`src/rtl/scan_seq_pkg.sv`:
```
package scan_seq_pkg;

   localparam int CODE_W  = 3;
   localparam int IDX_W   = 3;
   localparam int TBL_N   = 2 ** IDX_W;
   localparam int PSE_LEN = 5;
   localparam int DIF_LEN = 3;

   typedef struct packed {
      logic [CODE_W-1:0] code;
      logic              cal;
   } chan_t;

   typedef struct packed {
      logic              scan;
      logic              diff;
      logic [1:0]        mode;
      logic [CODE_W-1:0] ext;
   } cfg_t;

   function automatic logic cal_active(input logic [1:0] m);
      return (m == 2'b01) || (m == 2'b10);
   endfunction

   function automatic logic [IDX_W-1:0] list_len(input logic d, input logic [1:0] m);
      logic [IDX_W-1:0] n;
      n = d ? IDX_W'(DIF_LEN) : IDX_W'(PSE_LEN);
      if (cal_active(m)) n = n + IDX_W'(2);
      return n;
   endfunction

   function automatic chan_t list_entry(input logic d, input logic [1:0] m,
                                        input logic [IDX_W-1:0] i);
      chan_t            r;
      logic [IDX_W-1:0] base;
      base   = d ? IDX_W'(DIF_LEN) : IDX_W'(PSE_LEN);
      r.code = '0;
      r.cal  = 1'b0;
      if (i < base) begin
         if (d)
            r.code = CODE_W'(3'd4) + CODE_W'(i);
         else if (i == IDX_W'(PSE_LEN - 1))
            r.code = CODE_W'(3'd6);
         else
            r.code = CODE_W'(i);
      end else if (cal_active(m) && (i - base) < IDX_W'(2)) begin
         r.code = CODE_W'(3'd7);
         r.cal  = (i - base) == IDX_W'(1);
      end
      return r;
   endfunction

endpackage

```
`src/rtl/scan_chan_map.sv`:
```
module scan_chan_map
   import scan_seq_pkg::*;
(
   input  logic             diff,
   input  logic [1:0]       mode,
   input  logic [IDX_W-1:0] idx,
   output chan_t            chan,
   output logic             last
);

   chan_t            tbl [TBL_N];
   logic [IDX_W-1:0] len;

   for (genvar g = 0; g < TBL_N; g++) begin : g_entry
      assign tbl[g] = list_entry(diff, mode, IDX_W'(g));
   end

   assign len  = list_len(diff, mode);
   assign chan = tbl[idx];
   assign last = (idx == len - IDX_W'(1));

endmodule

```
`src/rtl/scan_settle_ctr.sv`:
```
module scan_settle_ctr #(
   parameter int CNT_W = 8
) (
   input  logic             clk,
   input  logic             rst_n,
   input  logic             clear,
   input  logic             strobe,
   input  logic [CNT_W-1:0] limit,
   output logic             settled
);

   if (CNT_W < 1) begin : g_bad_w
      $error("scan_settle_ctr: CNT_W must be at least 1");
   end

   logic [CNT_W-1:0] cnt_q;

   assign settled = (cnt_q >= limit);

   always_ff @(posedge clk or negedge rst_n) begin
      if (!rst_n)
         cnt_q <= '0;
      else if (clear)
         cnt_q <= '0;
      else if (strobe && !settled)
         cnt_q <= cnt_q + CNT_W'(1);
   end

endmodule

```
`src/rtl/scan_seq.sv`:
```
module scan_seq
   import scan_seq_pkg::*;
#(
   parameter int CNT_W = 8
) (
   input  logic             clk,
   input  logic             rst_n,
   input  logic             scan_en,
   input  logic             diff_sel,
   input  logic [1:0]       mode,
   input  logic [2:0]       ext_sel,
   input  logic             conv_done,
   input  logic [CNT_W-1:0] settle_cnt,
   output logic [2:0]       mux_sel,
   output logic             cal_pair,
   output logic [2:0]       chan_tag,
   output logic             data_rdy
);

   if (CODE_W != 3) begin : g_bad_code
      $error("scan_seq: channel code must be 3 bits wide");
   end
   if (PSE_LEN + 2 > TBL_N || DIF_LEN + 2 > TBL_N) begin : g_bad_tbl
      $error("scan_seq: list does not fit the index width");
   end

   cfg_t             cfg_now, cfg_q;
   logic [IDX_W-1:0] idx_q;
   chan_t            cur;
   logic             at_last;
   logic             restart, settled, accept, advance;

   assign cfg_now.scan = scan_en;
   assign cfg_now.diff = diff_sel;
   assign cfg_now.mode = mode;
   assign cfg_now.ext  = scan_en ? '0 : ext_sel;

   assign restart = (cfg_now != cfg_q);
   assign accept  = conv_done && settled && !restart;
   assign advance = accept && cfg_q.scan;

   scan_chan_map u_map (
      .diff (cfg_q.diff),
      .mode (cfg_q.mode),
      .idx  (idx_q),
      .chan (cur),
      .last (at_last)
   );

   scan_settle_ctr #(.CNT_W(CNT_W)) u_settle (
      .clk     (clk),
      .rst_n   (rst_n),
      .clear   (restart || advance),
      .strobe  (conv_done && !restart),
      .limit   (settle_cnt),
      .settled (settled)
   );

   always_ff @(posedge clk or negedge rst_n) begin
      if (!rst_n) begin
         cfg_q    <= '0;
         idx_q    <= '0;
         chan_tag <= '0;
         data_rdy <= 1'b0;
      end else if (restart) begin
         cfg_q    <= cfg_now;
         idx_q    <= '0;
         data_rdy <= 1'b0;
      end else if (accept) begin
         data_rdy <= 1'b1;
         chan_tag <= mux_sel;
         if (advance)
            idx_q <= at_last ? '0 : idx_q + IDX_W'(1);
      end else begin
         data_rdy <= 1'b0;
      end
   end

   assign mux_sel  = cfg_q.scan ? cur.code : cfg_q.ext;
   assign cal_pair = cfg_q.scan && cur.cal;

endmodule

```
`config.mk`:
```
export PLATFORM = sky130hd
export DESIGN_NAME = scan_seq
export DESIGN_NICKNAME = d
export VERILOG_FILES = /design/src/rtl/scan_seq_pkg.sv /design/src/rtl/scan_chan_map.sv /design/src/rtl/scan_settle_ctr.sv /design/src/rtl/scan_seq.sv
export SDC_FILE = /design/constraint.sdc
export NUM_CORES = 1
export LEC_CHECK = 0
export BUFFER_PORTS_ARGS = -buffer_cell sky130_fd_sc_hd__buf_2
export CORE_MARGIN = 5
export CORE_UTILIZATION = 50
export DETAILED_ROUTE_END_ITERATION = 8
export PLACE_DENSITY = 0.75
export SLEW_MARGIN = 10
export SYNTH_ARGS = -nofsm -noshare
export SYNTH_HDL_FRONTEND = slang
export SYNTH_SLANG_ARGS = --single-unit
```
`constraint.sdc`:
```
create_clock -name clk -period 2.3 [get_ports clk]
set_clock_uncertainty 0.05 [all_clocks]
set_input_delay 0.115 -clock clk [delete_from_list [all_inputs] [get_ports clk]]
set_output_delay 0.115 -clock clk [all_outputs]
set_load 0.05 [all_outputs]
```
==> impl_metrics.tcl, run 1 <==
set metrics [dict create \
    outcome "complete, but fails checks" \
    violations "negative setup slack" \
    routabilityCongestion 0.860 \
    track_usage_pct 17.5 \
    syn-instance-count 165 \
    cts_tree "done" \
    post-route-min-period_ps 2390 \
    rr_startpoint "cfg_q[3]" \
    routedWlPerCell_microns 15.9 \
    numCtsBuffers 3 \
    dp_hpwl_microns 2520 \
    chipWidth_microns 65.6 \
    endpoint_kind "primary output" \
    die_area_sq_um 4300 \
    ys_seq_elements 22 \
    ys_warn_count 0 \
    design_area_sq_um 2000 \
    cts_root_buffer "clkbuf_4" \
    hold_path.class "in2reg" \
    p_leak_nw 0.932 \
    start_kind "flop" \
    synth_nets 199 \
    final-instance-count-excl-fill 241 \
    min_from "ext_sel[0]" \
    crit_type "reg2out" \
    cp_max_fo 5 \
    clockBufferDepth 2 \
    arrival_ps 2220 \
    port-buffer-count 25 \
    cap_violations 0 \
    dp_cells 222 \
    finalCritPeriodShare_pct 104 \
    routed-via-count 1353 \
    finalSetupViolations 5 \
    place_ws_ps -10.9 \
    htree_num_levels 1 \
    drc 0 \
    antennaDiodeCount 0 \
    synth_edf_count 0 \
    async_flop_share_pct 100 \
    layout.nets 243 \
    grt_max_degree 23 \
    antenna_found_initial 0 \
    cp-startpoint "cfg_q[3]" \
    drive_gt1_share_pct 33.7 \
    top_level_ports 26 \
    start_util_pct 51.5 \
    grt_pass1_wl_microns 5830 \
    synth.cell_area_sq_um 1550 \
    tightest_slew_ps 501 \
    coreArea_sq_um 3000 \
    critPathRequiredTime_ps 2130 \
    synth.top_cell.area_share_pct 35.6 \
    drv_slew 0 \
    finalWirelength_microns 3830 \
    die_h_microns 65.6 \
    grtUsageMet1_pct 19.7 \
    rsz0062_at_grt "yes" \
    grt_pass1_vias 1371 \
    powerDensity_nw_per_um2 426 \
    drt_first_pass_iters 4 \
    synth_area_per_cell_sq_um 9.37 \
    synth.distinct_cells 39 \
    postRouteAntennaNets 0 \
    ys_seq_area_share_pct 35.6 \
    viasPerCell 5.61 \
    yosysTopAreaCell "dfrtp_1" \
    drt_iter0_markers 71 \
    holdWs_ps 23.1 \
    ys_dominant_reg_cell "dfrtp_1" \
    power.total_mw 0.852 \
    overflow 0 \
    synth_area_leaders "dfrtp_1, ha_1, xnor2_1" \
    fmax_mhz 418 \
    met2_usage_pct 31.6 \
    peakVddDrop_mv 0.234 \
    fin_ws_ps -89.7 \
    clkTransAtPathRegs_ps 110 \
    synthToLayoutAreaGrowth_pct 29.3 \
    relSlewSlack_pct 66.6 \
    grtUsageMet3_pct 2.91 \
    grt.busiest_layer "met2" \
    layout_common_cells "dfrtp_1, buf_2, buf_4, nand2_1, inv_1" \
    finalHoldViolCount 0 \
    clkSinkCount 22 \
    clk_latency_ps 320 \
    placed_area_sq_um 1740 \
    fp-row-count 20 \
]
==> metrics by stage <==
stage / util, % / TNS [ps]
2_1_floorplan: - / -104
3_3_place_gp: 57.8 / 0
3_5_place_dp: 57.8 / -26.6
4_1_cts: 64.1 / 0
5_1_grt: 66.5 / -694
6_report: 66.5 / -203
==> synth_stat cells (4+ instances only) <==
| cell | count |
|---|---|
| dfrtp_1 | 22 |
| ha_1 | 16 |
| nand2_1 | 15 |
| inv_1 | 13 |
| nor2_1 | 12 |
| xnor2_1 | 11 |
| o21ai_0 | 10 |
| a21oi_1 | 8 |
| clkbuf_1 | 8 |
| nor2b_1 | 5 |
| xor2_1 | 5 |
| nor3_1 | 4 |
==> registers in the layout (all words and copies together), names as in the netlist <==
register / cells
cfg_q: 7
data_rdy: 1
idx_q: 3
u_settle.cnt_q: 8
chan_tag: 3
==> critical path, stage by stage, from the launching register on <==
cell     delay, ps
dfrtp_1        440
xor2_2         320
inv_1          130
ha_2           230
o21ai_0        160
o21ai_1        100
a21oi_2        200
mux2_4         180
buf_6          150
==> per-layer routing <==
metal	vias up	wire, microns	part of all wire [%]
li1	646	-	-
met5	-	0	0
met4	0	174	4.5
met2	47	1970	52
met1	642	1540	40
met3	18	141	3.7
==> where the power goes <==
group	leakage, nW	total [mW]	switching, mW	internal (mW)
registers	0.295	0.401	0.00805	0.393
clock network	0.0279	0.298	0.121	0.176
logic	0.609	0.153	0.0816	0.0717
total	0.932	0.852	0.211	0.641
==> path summary, 6_finish.rpt <==
| kind | cells after the start | endpoint | slack, ps |
|---|---|---|---|
| worst max-delay path | 8 | mux_sel[2] | -90 |
| worst min-delay path | 2 | cfg_q[0] | 20 |
| worst max register to register | 8 | idx_q[2] | -10 |
| worst min register to register | 1 | chan_tag[1] | 480 |
| max in group asynchronous | 2 | chan_tag[1] | 1630 |
| min in group asynchronous | 2 | idx_q[0] | 230 |
==> layout make-up <==
type	count	area [sq um]
Clock buffer	3	22.5
Sequential cell	22	551
Inverter	13	48.8
Multi-Input combinational cell	121	976
Fill cell	218	1000
Tap cell	33	41.3
Timing Repair Buffer	48	329
Clock inverter	1	30.0
==> what timing repair did <==
item / 4_1_cts / 5_1_grt
setup endpoints to repair: 6 / 8
pin swaps: 2 / 4
resized for setup: 12 / 14
hold buffers: 5 / 0
hold endpoints to repair: 28 / 0
buffers inserted: 5 / 5
==> cell families (layout without fill, tap and decap cells) <==
group	Yosys count	count (layout)	synth area share (%)
buf+inv	22	65	5.43
fa+ha+maj	16	16	13.0
xor+xnor	16	16	9.07
mux	7	7	5.75
simple gates	54	54	18.4
compound gates	28	28	12.8
flops	22	22	35.6
Power figures use the tool's default switching activity.
==> run 2: changes to the inputs <==
Settings changed: ABC_CLOCK_PERIOD_IN_PS from default to 2300, CELL_PAD_IN_SITES_DETAIL_PLACEMENT from default to 0, CELL_PAD_IN_SITES_GLOBAL_PLACEMENT from default to 1, CORE_UTILIZATION 50 to 38, CTS_CLUSTER_DIAMETER from default to 80, PLACE_DENSITY 0.75 to default, PLACE_DENSITY_LB_ADDON from default to 0.1.
==> impl_metrics.tcl, run 2 (synthesized netlist as in run 1, its figures left out) <==
set metrics [dict create \
    rsz0062_at_grt "yes" \
    die_h_microns 73.8 \
    power_frac_comb_pct 15.5 \
    switchingPower_mw 0.216 \
    p_int_mw 0.690 \
    slowest_delay_ps 420 \
    clkTransAtPathRegs_ps 80 \
    drt_first_pass_iters 4 \
    die_area_sq_um 5440 \
    cts_root_buffer "clkbuf_8" \
    post-route-min-period_ps 2270 \
    drv_slew 0 \
    fmax_mhz 440 \
    pwr-share-seq_pct 44.2 \
    tightest_slew_ps 522 \
    relSlewSlack_pct 65.2 \
    layout.nets 236 \
    arrival_ps 2370 \
    rrSetupSlack_ps 30 \
    finalCritPeriodShare_pct 98.7 \
    routedWlPerCell_microns 13.7 \
    crit_buf_inv 0 \
    start_kind "flop" \
    grt_pass1_vias 1298 \
    overflow 0 \
    critPathTopFamily "simple AND/OR/NAND/NOR gates" \
    grt_pass1_wl_microns 5900 \
    final_core_util_pct 50.2 \
    pwr-share-clk_pct 40.3 \
    finalHoldViolCount 0 \
    drc 0 \
    cts_tree "done" \
    port-buffer-count 25 \
    viasPerCell 4.92 \
    htree_num_levels 1 \
    finalSetupViolations 0 \
    numCtsBuffers 3 \
    peakVddDrop_mv 0.182 \
    fin_ws_ps 29.6 \
    p_sw_share_pct 23.8 \
    start_util_pct 38.9 \
    crit_type "reg2reg" \
    p_leak_nw 0.897 \
    fp-row-count 23 \
    finalWirelength_microns 3430 \
    routabilityCongestion 0.815 \
    coreArea_sq_um 3970 \
    clkSinkCount 22 \
    place_ws_ps 35.1 \
    hold_path.class "in2reg" \
    postRouteAntennaNets 0 \
    drt_iter0_markers 73 \
    grt_max_degree 23 \
    antenna_found_initial 0 \
    outcome "complete, no violations" \
    clk_latency_ps 260 \
    dp_hpwl_microns 2710 \
    slowest_stage "dfrtp_1" \
    fillers 387 \
    cp_max_fo 3 \
    final-instance-count-excl-fill 251 \
    routed-via-count 1236 \
    synthToLayoutAreaGrowth_pct 28.9 \
    cap_violations 0 \
    chipWidth_microns 73.8 \
    reg_top3 "u_settle.cnt_q: 8 flops, cfg_q: 7 flops" \
    layout_common_cells "dfrtp_1, buf_2, nand2_1, ha_1" \
    drive_gt1_share_pct 30.3 \
    powerDensity_nw_per_um2 455 \
    crit_chain "ha_4, nor2b_4, o211ai_1, a311oi_4, nor2_2, or3b_4, mux2_4" \
    critPathRequiredTime_ps 2400 \
    top_level_ports 26 \
    antennaDiodeCount 0 \
    clockBufferDepth 2 \
    track_usage_pct 14.0 \
    endpoint_kind "flop" \
    largest_register "u_settle.cnt_q" \
    largest_reg_flops 8 \
    dp_cells 240 \
]
run 2: cell count changes in the layout (fill, tap and decap cells not counted), sizes merged:
cell  change
buf       -7
run 2: what timing repair did:
action,in CTS,in global routing
hold buffers,5,0
endpoints found under the hold margin,26,0
endpoints found under the setup margin,3,9
pin swaps,0,2
buffers inserted,1,1
resized for setup,7,18
run 2: power groups by stage:
stage	clock, mW	combinational, mW	sequential [mW]
6_report	0.365	0.141	0.400
5_1_grt	0.397	0.157	0.402
4_1_cts	0.378	0.132	0.400
3_5_place_dp	0	0.118	0.408
3_3_place_gp	0	0.115	0.407
2_1_floorplan	0	0.0726	0.406
run 2: cell type report:
type                            instances  area, sq um  area share, %
Multi-Input combinational cell        121          982           49.3
Clock buffer                            3         41.3           2.07
Inverter                               13         48.8           2.45
Tap cell                               50         62.6           3.14
Sequential cell                        22          551           27.6
Timing Repair Buffer                   41          277           13.9
Clock inverter                          1         30.0           1.51
run 2: layer usage:
layer  wire, microns  up-vias  GRT usage (%)
met4              38        0           4.43
li1                -      635              -
met3             128        4           2.74
met5               0        -              0
met1            1510      574           16.2
met2            1750       23           25.5
run 2: path summary, 6_finish.rpt:
path,depth (start not counted),to,start
hold reg to reg,1,chan_tag[0],chan_tag[0]
setup / recovery,7,chan_tag[2],u_settle.cnt_q[1]
setup reg to reg,7,chan_tag[2],u_settle.cnt_q[1]
min in group asynchronous,2,u_settle.cnt_q[0],rst_n
max in group asynchronous,2,u_settle.cnt_q[5],rst_n
hold / removal,2,cfg_q[0],ext_sel[0]
run 2: stage by stage:
stage / hold WS, ps / TNS (ps) / total power, mW / cell area [sq um]
finish: 72.3 / 0 / 0.906 / 1990
CTS: 61.2 / 0 / 0.909 / 1920
floorplan: -231 / -104 / 0.479 / 1550
global placement: 63.5 / 0 / 0.522 / 1770
detailed placement: 78.7 / 0 / 0.526 / 1770
global route: 60.0 / -190 / 0.956 / 1990
run 2: worst register-to-register path, stage by stage (launching register included):
cell and delay (ps):
dfrtp_1 420, ha_4 280, nor2b_4 120, o211ai_1 120, a311oi_4 380, nor2_2 70, or3b_4 410, mux2_4 310
==> run 3: changes to the inputs <==
Settings changed: MAX_ROUTING_LAYER from default to met4.
==> impl_metrics.tcl, run 3 (synthesized netlist as in run 1, its figures left out) <==
set metrics [dict create \
    multiInputGateArea_sq_um 982 \
    dp_hpwl_microns 2710 \
    rsz0062_at_grt "yes" \
    synthToLayoutAreaGrowth_pct 28.9 \
    outcome "complete, no violations" \
    largest_reg_flops 8 \
    antenna_found_initial 0 \
    viasPerCell 4.94 \
    cts_root_buffer "clkbuf_8" \
    finalWirelength_microns 3420 \
    numCtsBuffers 3 \
    drv_slew 0 \
    finalSetupTns_ps 0 \
    rrSetupSlack_ps 30 \
    grt_max_degree 23 \
    htree_num_levels 1 \
    holdWs_ps 72.3 \
    fmax_mhz 440 \
    clk_latency_ps 260 \
    clockBufferDepth 2 \
    powerDensity_nw_per_um2 455 \
    p_int_mw 0.690 \
    layout_common_cells "dfrtp_1, buf_2, nand2_1, ha_1" \
    p_sw_share_pct 23.8 \
    fp-row-count 23 \
    final_core_util_pct 50.2 \
    finalSetupViolations 0 \
    top_level_ports 26 \
    post-route-min-period_ps 2270 \
    switchingPower_mw 0.215 \
    cts_tree "done" \
    layout.nets 236 \
    power.total_mw 0.905 \
    start_kind "flop" \
    largest_register "u_settle.cnt_q" \
    overflow 0 \
    port-buffer-count 25 \
    chipWidth_microns 73.8 \
    hold_path.class "in2reg" \
    clkSinkCount 22 \
    start_util_pct 38.9 \
    p_leak_nw 0.897 \
    coreArea_sq_um 3970 \
    clkTransAtPathRegs_ps 80 \
    drive_gt1_share_pct 30.3 \
    arrival_ps 2370 \
    cp-startpoint "u_settle.cnt_q[1]" \
    die_area_sq_um 5440 \
    drc 0 \
    r2r_end "chan_tag[2]" \
    relSlewSlack_pct 65.3 \
    regArea_sq_um 551 \
    cp_max_fo 3 \
    min_from "ext_sel[0]" \
    placed_area_sq_um 1770 \
    postRouteAntennaNets 0 \
    design_area_sq_um 1990 \
    routabilityCongestion 0.827 \
    pwr-share-clk_pct 40.3 \
    track_usage_pct 14.4 \
    die_h_microns 73.8 \
    hold_depth 2 \
    grt_pass1_vias 1299 \
    endpoint_kind "flop" \
    min_to "cfg_q[0]" \
    critPathRequiredTime_ps 2400 \
    drt_first_pass_iters 4 \
    pwr-share-seq_pct 44.2 \
    routed-via-count 1239 \
    peakVddDrop_mv 0.182 \
    crit_type "reg2reg" \
    antennaDiodeCount 0 \
    routedWlPerCell_microns 13.6 \
    reg_top3 "u_settle.cnt_q: 8 flops, cfg_q: 7 flops" \
    fillers 387 \
    finalCritPeriodShare_pct 98.8 \
    cap_violations 0 \
    rr_startpoint "u_settle.cnt_q[1]" \
    reg2reg_depth 7 \
    grt_pass1_wl_microns 5900 \
    power_frac_comb_pct 15.5 \
    finalHoldViolCount 0 \
    drt_iter0_markers 69 \
    tightest_slew_ps 521 \
]
==> run 3: cell counts in the layout (fill, tap and decap cells not counted) <==
No cell type changed its count.
==> run 3: how the worst max path moves through the flow <==
stage / to / slack [ps] / depth (start not counted)
after global placement: chan_tag[1] / 100 / 7
after floorplan: chan_tag[0] / -30 / 7
after global routing: chan_tag[0] / -60 / 7
after CTS: mux_sel[1] / 7 / 9
final: chan_tag[2] / 30 / 7
after detailed placement: chan_tag[2] / 40 / 7
==> run 3: layout make-up <==
type                    instances  area share [%]
well taps                      50            3.14
clock buffers                   3            2.07
inverters                      13            2.45
clock inverters                 1            1.51
repair buffers                 41            13.9
multi-input cells             121            49.3
flip-flops and latches         22            27.6
==> run 3: critical path, cell delays in order, from the launching register on <==
cell and delay, ps:
dfrtp_1 430, ha_4 280, nor2b_4 120, o211ai_1 120, a311oi_4 380, nor2_2 70
or3b_4 410, mux2_4 310
==> run 3: through the flow <==
stage                     cells  worst slack (ps)
after global placement      240              98.9
after detailed placement    240              35.1
after floorplan             165             -34.8
final                       251              26.9
after CTS                   250              7.17
after global routing        251             -60.5
==> run 3: power groups by stage <==
stage / Clock [mW] / Combinational (mW) / Sequential (mW)
finish: 0.365 / 0.141 / 0.400
floorplan: 0 / 0.0726 / 0.406
detailed placement: 0 / 0.118 / 0.408
CTS: 0.378 / 0.132 / 0.400
global route: 0.398 / 0.157 / 0.402
global placement: 0 / 0.115 / 0.407
==> run 3: routing by layer <==
layer  global-route usage (%)  share of wire [%]  vias up
li1                         -                  -      636
met1                     16.4                 44      576
met2                     25.5                 51       23
met3                     2.46                3.4        4
met4                     4.43                1.1        0
met5                        -                  0        -
==> run 3: repair_timing <==
item | in CTS | in global routing
setup endpoints to repair | 3 | 9
setup buffers | 1 | 1
hold endpoints to repair | 26 | 0
hold buffers | 5 | 0
gates resized for setup | 7 | 18
pin swaps | 0 | 2
